File: src/rtl/bscan_reg13.sv
module bscan_reg13 #(
  parameter int NIN    = 6,
  parameter int NOUT   = 6,
  parameter int CTL_LO = 0,
  parameter int CTL_HI = NOUT - 1
) (
  input  logic            clk,
  input  logic            rst_n,
  input  logic [1:0]      mode,
  input  logic            cap_en,
  input  logic            shift_en,
  input  logic            upd_en,
  input  logic            sin,
  output logic            sout,
  input  logic            pin_clk,
  input  logic [NIN-1:0]  pin_din,
  output logic            core_clk,
  output logic [NIN-1:0]  core_din,
  input  logic [NOUT-1:0] core_q,
  input  logic [1:0]      core_oe,
  output logic [NOUT-1:0] pad_q,
  output logic [NOUT-1:0] pad_oe
);
  localparam int NCELL    = 1 + NIN + NOUT;
  localparam int CLK_CELL = NCELL - 1;
  localparam int HALF     = NOUT / 2;
  localparam logic [1:0] M_EXT = 2'b01;
  localparam logic [1:0] M_INT = 2'b10;

  logic [NCELL-1:0] sr, upd, cap_vec, upd_init;
  logic ext_m, int_m, test_m;

  assign ext_m  = (mode == M_EXT);
  assign int_m  = (mode == M_INT);
  assign test_m = ext_m | int_m;
  assign sout   = sr[0];

  always_comb begin
    upd_init = '0;
    upd_init[CTL_LO] = 1'b1;
    upd_init[CTL_HI] = 1'b1;
  end

  always_comb begin
    cap_vec = '0;
    cap_vec[CLK_CELL] = pin_clk;
    for (int i = 0; i < NIN; i++) cap_vec[NOUT+NIN-1-i] = pin_din[i];
    for (int i = 0; i < NOUT; i++) cap_vec[NOUT-1-i] = ext_m ? pad_q[i] : core_q[i];
  end

  always_ff @(posedge clk or negedge rst_n)
    if (!rst_n)        sr <= '0;
    else if (cap_en)   sr <= cap_vec;
    else if (shift_en) sr <= {sin, sr[NCELL-1:1]};

  always_ff @(posedge clk or negedge rst_n)
    if (!rst_n)      upd <= upd_init;
    else if (upd_en) upd <= sr;

  always_comb begin
    for (int i = 0; i < NOUT; i++) begin
      pad_q[i]  = test_m ? upd[NOUT-1-i] : core_q[i];
      if (i < HALF) pad_oe[i] = test_m ? ~upd[CTL_LO] : core_oe[0];
      else          pad_oe[i] = test_m ? ~upd[CTL_HI] : core_oe[1];
    end
    for (int i = 0; i < NIN; i++)
      core_din[i] = int_m ? upd[NOUT+NIN-1-i] : pin_din[i];
    core_clk = int_m ? upd[CLK_CELL] : pin_clk;
  end

  p_shift_in_r2: assert property (@(posedge clk) disable iff (!rst_n)
    (shift_en && !cap_en) |=> (sr[NCELL-1] == $past(sin)) && (sout == $past(sr[1])));

  p_cap_clk_r3: assert property (@(posedge clk) disable iff (!rst_n)
    cap_en |=> sr[CLK_CELL] == $past(pin_clk));

  p_latch_hold_r4: assert property (@(posedge clk) disable iff (!rst_n)
    !upd_en |=> $stable(upd));

  p_grp_hiz_r6: assert property (@(posedge clk) disable iff (!rst_n)
    (test_m && upd[CTL_LO]) |-> (pad_oe[HALF-1:0] == '0));

  p_passthru_r7: assert property (@(posedge clk) disable iff (!rst_n)
    (mode == 2'b00) |-> (pad_q == core_q) && (core_din == pin_din));

  p_upd_vs_shift_r9: assert property (@(posedge clk) disable iff (!rst_n)
    (upd_en && shift_en && !cap_en) |=> upd == $past(sr));
endmodule

File: config.mk
export PLATFORM = sky130hd
export DESIGN_NAME = bscan_reg13
export DESIGN_NICKNAME = d
export VERILOG_FILES = /design/src/rtl/bscan_reg13.sv
export SDC_FILE = /design/constraint.sdc
export NUM_CORES = 1
export LEC_CHECK = 0
export BUFFER_PORTS_ARGS = -buffer_cell sky130_fd_sc_hd__buf_2
export CELL_PAD_IN_SITES_DETAIL_PLACEMENT = 0
export CELL_PAD_IN_SITES_GLOBAL_PLACEMENT = 2
export CORE_MARGIN = 2
export CORE_UTILIZATION = 36
export CTS_BUF_LIST = sky130_fd_sc_hd__clkbuf_8
export DETAILED_ROUTE_END_ITERATION = 16
export GPL_ROUTABILITY_DRIVEN = 1
export GPL_TIMING_DRIVEN = 1
export PLACE_DENSITY_LB_ADDON = 0.1
export SYNTH_ARGS = -nofsm -noshare
export SYNTH_HDL_FRONTEND = slang
export SYNTH_SLANG_ARGS = --single-unit
File: constraint.sdc
create_clock -name clk -period 4.85 [get_ports clk]
set_clock_uncertainty 0.05 [all_clocks]
set_input_delay 1.2125 -clock clk [delete_from_list [all_inputs] [get_ports clk]]
set_output_delay 1.2125 -clock clk [all_outputs]
set_load 0.01 [all_outputs]
Word-level counts from Yosys, hierarchy flattened
Index checks and enable logic that the tools add are counted.
{ "op_classes": {"n_bitwise": 3, "eq_ne": 2, "n_reduce_logical": 1, "mux": 23} }
{ "op_table": {"columns": ["op", "n"], "rows": [
  ["$mux 13", 2],
  ["$mux 1", 21],
  ["$eq 2x1->1 const B", 1],
  ["$eq 2x2->1 const B", 1],
  ["$not 1->1", 2],
  ["$reduce_bool 2->1", 1],
  ["$or 1x1->1", 1]
]} }
{ "totals": {"output_inout_bits": 20, "in_bits": 23, "wordCells": 31, "ff_bits": 26} }

Longest topological paths before layout
Gate-level depths: netlist (run 1).
{ "depth": {"word_depth": 5, "depth_mapped": 6, "mapped_depth_nobuf": 4} }

Worst setup path after synthesis (run 1)
OpenSTA, ideal clock, no wires.
{ "synth_timing": {"path_kind": "in2out", "startpoint": "input mode[0]", "endpoint": "output pad_oe[1]", "path_buffers": 2, "path_slack_ps": 1302, "path_stages": 5, "arrival_ps": 2286, "cell_sequence": "inv_1 > ha_1 > buf_2 > o21ai_0 > buf_4"} }
{ "synth_via": {"elab_chain_len": 3} }
{ "synth_rtl": {"columns": ["item", "line", "rtl"], "rows": [
  ["start: declaration", "9", "input logic [1:0] mode,"],
  ["$eq 2x1->1 / $eq 2x2->1 (equally long branches)", "33, 34", null],
  ["$or 1x1->1 (*)", "35", "assign test_m = ext_m | int_m;"],
  ["$mux 1 (*)", null, null],
  ["end: declaration", "22", "output logic [NOUT-1:0] pad_oe"]
]} }
Mark *: on every way between the ends. The rest lies on a longest branch, timed or not.

Final worst setup path (run 1)
{ "layout_timing": {"startpoint": "input mode[0]", "endpoint": "output pad_q[0]"} }
{ "layout_via": {"elab_chain_len": 3} }
{ "layout_rtl": {"columns": ["item", "line", "rtl"], "rows": [
  ["$eq 2x1->1 / $eq 2x2->1 (equally long branches)", "33, 34", null],
  ["$or 1x1->1 (*)", "35", null],
  ["$mux 1 (*)", "62", "pad_q[i] = test_m ? upd[NOUT-1-i] : core_q[i];"],
  ["end: declaration", "21", "output logic [NOUT-1:0] pad_q,"]
]} }
Marks and branches as above.

==> results of run 1 <==
[worst max path at each step]
| stage | from | to | slack, ns | depth (start not counted) |
|---|---|---|---|---|
| after floorplan | mode[0] | pad_oe[1] | 1.30 | 5 |
| after global placement | mode[0] | pad_q[0] | 1.22 | 5 |
| after detailed placement | mode[0] | pad_q[4] | 1.21 | 5 |
| after CTS | mode[0] | pad_q[4] | 1.21 | 5 |
| after global routing | mode[0] | pad_q[5] | 1.12 | 5 |
| final | mode[0] | pad_q[0] | 1.22 | 5 |
[power groups by stage]
stage	registers [mW]	clock network, mW	logic, mW
after floorplan	0.277	0	0.103
after global placement	0.284	0	0.137
after detailed placement	0.285	0	0.140
after CTS	0.281	0.144	0.140
after global routing	0.287	0.157	0.154
final	0.281	0.138	0.137
[layout make-up]
type	instances	area, um^2
fillers	369	2070
well taps	48	60.1
clock buffers	4	55.1
flip-flops and latches	26	653
inverters	2	7.51
multi-input cells	72	659
repair buffers	42	210
[metrics by stage]
step	instances	utilization	hold WS [ns]	power [mW]	area, um^2
after floorplan	112	-	0.425	0.380	1420
final	194	0.443	0.463	0.555	1650
after detailed placement	190	0.428	0.446	0.424	1590
after CTS	194	0.443	0.465	0.564	1650
after global placement	190	0.428	0.435	0.421	1590
after global routing	194	0.443	0.487	0.598	1650
[flip-flops by register name, summed over array words and instances, names as in the netlist]
| signal | count |
|---|---|
| upd | 13 |
| sr | 13 |
[cells by family (layout without fill, tap and decap cells)]
| logic type | Yosys count | in the layout | share of synthesized area |
|---|---|---|---|
| multiplexers | 51 | 51 | 0.383 |
| flip-flops | 26 | 26 | 0.461 |
| buffers and inverters | 14 | 48 | 0.0733 |
| AO/OA/AOI/OAI | 9 | 9 | 0.0318 |
| AND/OR/NAND/NOR | 9 | 9 | 0.0238 |
| adder cells (fa/ha/maj) | 3 | 3 | 0.0265 |
[placed cells by master, fill, tap and decap left out]
cell type   n
ha_1        3
o21ai_0     5
mux2_2     26
dfrtp_1    24
clkbuf_8    4
nand2_1     9
mux2i_1    25
buf_2      42
o21ai_1     4
dfstp_2     2
inv_1       2
[routing by layer]
metal  GRT usage  wire length, um  vias to the layer above
met4      0.0306                6                        0
li1            -                -                      456
met1       0.192             1290                      465
met5           0                0                        -
met3      0.0253              122                        2
met2       0.228             1320                       23
==> results.py, run 1 <==
metrics = {
    "synthesis": {
        "yosys-top-cells-count": "mux2_2, mux2i_1, dfrtp_1, nand2_1, o21ai_0",
        "yosysSeqAreaShare": 0.461,
        "yosysMostFrequentCell": "mux2_2",
        "syn-cell-area_um2": 1420,
        "ys_ff_latch": 26,
        "ys_types": 15,
        "ys.flop_type": "dfrtp_1",
        "synthArstFlopShare": 1.00,
        "yosysWarnings": 0,
        "synthTopCellsByArea": "dfrtp_1, mux2_2, mux2i_1",
        "synth_nets": 138,
        "yosysTopAreaCell": "dfrtp_1",
        "avgSynthCellArea_um2": 12.6,
        "synth_edf_count": 0,
        "yosysTopAreaCellShare": 0.424,
        "synth_cells": 112,
    },
    "global_routing": {
        "track_usage": 0.139,
        "grt_pass1_wl_mm": 4.63,
        "grt_overflow": 0,
        "grt_pass1_vias": 963,
        "grt_max_degree": 27,
        "antenna_found_initial": 0,
    },
    "die": {
        "start_util": 0.381,
        "rows": 22,
        "die-width_um": 66.7,
        "die_h_um": 66.7,
        "dieArea_um2": 4450,
        "core_area_um2": 3720,
        "io_pins": 43,
    },
    "layout": {
        "drive_above_1_share": 0.507,
        "final_nets": 173,
        "diodes": 0,
        "synthToLayoutAreaGrowth_pct": 16.2,
    },
    "sta": {
        "relSlewSlack": 0.613,
        "clock.fmax_mhz": 276,
        "slew_viol_final": 0,
        "setup_viol": 0,
        "fin_crit_ns": 3.63,
        "final-hold-violation-count": 0,
        "finalCritPeriodShare": 0.748,
        "rsz0062_at_grt": "false",
        "worst_slack_ns": 1.22,
        "worstMarginPinSlew_ns": 0.581,
        "fin_tns_setup_ns": 0,
    },
    "pwr": {
        "swShare": 0.277,
        "intPower_mw": 0.401,
        "p_switching_mw": 0.154,
        "p_per_area_nw_per_um2": 337,
        "comb_power_share": 0.246,
        "p_seq_frac": 0.506,
        "leakagePower_nw": 0.809,
        "power_frac_clock": 0.248,
        "irDropWorstVdd_uv": 135,
    },
    "route": {
        "ant_nets": 0,
        "wire_per_inst_um": 14.1,
        "dr.first_iter.drc_count": 50,
        "wl_mm": 2.74,
        "remaining_drc_errors": 0,
        "vias_per_cell": 4.88,
        "drt_first_pass_iters": 4,
        "vias": 946,
    },
    "setup_path": {
        "startpoint_type": "primary input",
        "crit_family": "adder cells",
        "cp_max_fo": 10,
        "critPathArrivalTime_ns": 2.36,
        "setup.worst_path.end_class": "output pin",
        "required_ns": 3.59,
        "slowest_stage": "ha_1",
        "path_cells": "buf_2 > inv_1 > ha_1 > mux2_2 > buf_2",
        "rr_worst_depth": 2,
        "crit_top_cell": "buf_2",
        "path_buf_inv": 3,
        "crit_type": "primary input to output pin",
        "reg2reg_to": "sr[0]$_DFFE_PN0P_",
        "slowest_delay_ns": 0.49,
        "worstReg2RegStart": "upd[0]$_DFFE_PN1P_",
        "r2r_setup_slack_ns": 3.96,
    },
    "placement": {
        "dp_hpwl_mm": 1.95,
        "place_congestion": 0.678,
        "portBuffers": 42,
        "preCtsSetupSlack_ns": 1.21,
    },
    "clock_network": {
        "cts-root-buf": "clkbuf_8",
        "cts_resized": 0,
        "clk_latency_ns": 0.26,
        "clk_pin_slew_ns": 0.08,
        "cts_buffers": 3,
        "tritoncts": "built",
        "cts_setup_buffers": 0,
        "clock-sinks": 26,
        "htreeDepth": 1,
        "ctsHoldBuffers": 0,
        "clock_path_buffers": 2,
    },
    "flow_run": {
        "max_cap_violations": 0,
    },
    "worst_hold_path": {
        "min_path_cells": 1,
        "hp-start": "upd[11]$_DFFE_PN0P_",
        "hold_path_class": "flop to flop",
        "holdPathEnd": "upd[11]$_DFFE_PN0P_",
    },
    "outcome": {
        "status": "completed",
    },
}
No activity file was read; power rests on OpenSTA's default activity.
==> run 2: changes to the inputs <==
ABC_AREA = 1   (was not set)
CORE_UTILIZATION = 30   (was 36)
clock period = 3.5 ns   (was 4.85 ns; I/O delays follow)
==> results.py, run 2 <==
metrics = {
    "route": {
        "wl_mm": 3.28,
        "vias": 1225,
        "wire_per_inst_um": 11.4,
        "drt_first_pass_iters": 4,
        "dr.first_iter.drc_count": 40,
        "remaining_drc_errors": 0,
        "vias_per_cell": 4.27,
        "ant_nets": 0,
    },
    "setup_path": {
        "slowest_stage": "ha_1",
        "startpoint_type": "primary input",
        "crit_top_cell": "buf_2",
        "cp_max_fo": 16,
        "crit_family": "adder cells",
        "path_cells": "buf_2 > inv_1 > ha_1 > o21ai_0 > buf_2",
        "path_buf_inv": 3,
        "slowest_delay_ns": 0.45,
        "required_ns": 2.57,
        "setup.worst_path.end_class": "output pin",
        "crit_type": "primary input to output pin",
        "critPathArrivalTime_ns": 1.95,
    },
    "flow_run": {
        "max_cap_violations": 0,
    },
    "die": {
        "io_pins": 43,
        "die_h_um": 74.8,
        "dieArea_um2": 5600,
        "die-width_um": 74.8,
        "start_util": 0.314,
        "rows": 25,
        "core_area_um2": 4790,
    },
    "clock_network": {
        "clock_path_buffers": 2,
        "clock-sinks": 26,
        "tritoncts": "built",
        "cts-root-buf": "clkbuf_8",
        "ctsHoldBuffers": 0,
        "cts_setup_buffers": 0,
        "clk_latency_ns": 0.26,
        "cts_resized": 0,
        "clk_pin_slew_ns": 0.09,
        "cts_buffers": 3,
        "htreeDepth": 1,
    },
    "synthesis": {
        "yosysSeqAreaShare": 0.434,
        "yosysTopAreaCellShare": 0.399,
        "yosys-top-cells-count": "nand2_1, dfrtp_1, inv_1, o21ai_1, o21ai_0",
        "yosysTopAreaCell": "dfrtp_1",
        "synthTopCellsByArea": "dfrtp_1, nand2_1, o21ai_1",
        "avgSynthCellArea_um2": 8.04,
        "yosysMostFrequentCell": "nand2_1",
        "synthArstFlopShare": 1.00,
        "ys.flop_type": "dfrtp_1",
        "synth_cells": 187,
        "ys_ff_latch": 26,
        "yosysWarnings": 0,
        "ys_types": 23,
        "syn-cell-area_um2": 1500,
        "synth_nets": 213,
        "synth_edf_count": 0,
    },
    "sta": {
        "timing.hold.ws_ns": 0.457,
        "clock.fmax_mhz": 347,
        "finalCritPeriodShare": 0.822,
        "rsz0062_at_grt": "false",
        "worstMarginPinSlew_ns": 0.587,
        "final-hold-violation-count": 0,
        "slew_viol_final": 0,
        "setup_viol": 0,
        "fin_tns_setup_ns": 0,
        "relSlewSlack": 0.609,
        "fin_crit_ns": 2.88,
    },
    "layout": {
        "final_nets": 247,
        "nFillCells": 531,
        "reg_top3": "sr x13, upd x13",
        "fin_util": 0.365,
        "mostFrequentLayoutCells": "buf_2, nand2_1, dfrtp_1",
        "drive_above_1_share": 0.327,
        "layout_commonest_cell": "buf_2",
        "synthToLayoutAreaGrowth_pct": 16.2,
        "diodes": 0,
    },
    "global_routing": {
        "track_usage": 0.127,
        "grt_pass1_vias": 1206,
        "antenna_found_initial": 0,
        "grt_overflow": 0,
        "grt_pass1_wl_mm": 5.46,
        "grt_max_degree": 27,
    },
    "pwr": {
        "irDropWorstVdd_uv": 162,
        "report.power.total_mw": 0.727,
        "leakagePower_nw": 0.864,
        "p_per_area_nw_per_um2": 416,
    },
    "placement": {
        "place_congestion": 0.718,
        "dp_hpwl_mm": 2.46,
        "portBuffers": 42,
    },
    "worst_hold_path": {
        "hold_path_class": "flop to flop",
    },
    "outcome": {
        "status": "completed",
    },
}
run 2: changes by cell type after synthesis, moves of 3 or more:
cell / previous run / this run
nor2_2: 0 / 6
a21oi_2: 0 / 8
mux2i_1: 25 / 0
nor2_4: 0 / 3
o21ai_1: 4 / 18
mux2_2: 26 / 2
o21ai_0: 5 / 16
nand2_1: 9 / 40
a21oi_1: 0 / 7
inv_1: 2 / 23
nor2_1: 0 / 9
nand3_1: 0 / 6
run 2: layout make-up:
cell class                 count  area, um^2  share of cell area
timing repair buffer          42         210               0.120
inverter                      26         100              0.0573
clock buffer                   4        55.1              0.0315
sequential                    26         653               0.374
tap                           67        83.8              0.0480
multi-input combinational    122         646               0.369
run 2: final timing paths:
path / startpoint / end / depth (start not counted) / slack, ns
setup / recovery: mode[0] / pad_oe[3] / 5 / 0.62
hold / removal: upd[5]$_DFFE_PN1P_ / upd[5]$_DFFE_PN1P_ / 2 / 0.46
setup reg to reg: upd[5]$_DFFE_PN1P_ / sr[5]$_DFFE_PN0P_ / 4 / 2.51
hold reg to reg: upd[5]$_DFFE_PN1P_ / upd[5]$_DFFE_PN1P_ / 2 / 0.46
max in group asynchronous: rst_n / sr[7]$_DFFE_PN0P_ / 1 / 2.46
min in group asynchronous: rst_n / upd[7]$_DFFE_PN0P_ / 1 / 0.55
run 2: metal layers:
metal	share of wire	track usage	wire length (um)
met3	0.047	0.0187	155
met2	0.45	0.227	1480
met4	0.0076	0.0357	25
met5	0	0	0
met1	0.49	0.159	1620
run 2: kinds of logic after synthesis:
| group | after synthesis | share of synthesized area |
|---|---|---|
| AND/OR/NAND/NOR | 67 | 0.200 |
| buffers and inverters | 39 | 0.136 |
| AO/OA/AOI/OAI | 50 | 0.189 |
| multiplexers | 2 | 0.0150 |
| flip-flops | 26 | 0.434 |
| adder cells (fa/ha/maj) | 3 | 0.0250 |
run 2: metrics by stage:
step / std cells / area (um^2) / setup slack (ns)
3_5_place_dp: 283 / 1690 / 0.588
2_1_floorplan: 187 / 1500 / 0.556
6_report: 287 / 1750 / 0.622
4_1_cts: 287 / 1750 / 0.583
3_3_place_gp: 283 / 1690 / 0.656
5_1_grt: 287 / 1750 / 0.428
run 2: worst min-delay path: stages (launching register included):
cell,delay [ns]
dfstp_2,0.37
inv_1,0.08
o21ai_1,0.06
run 2: report_power, final:
part           switching [mW]  internal [mW]
registers              0.0230          0.339
logic                   0.105         0.0693
clock network          0.0900          0.100
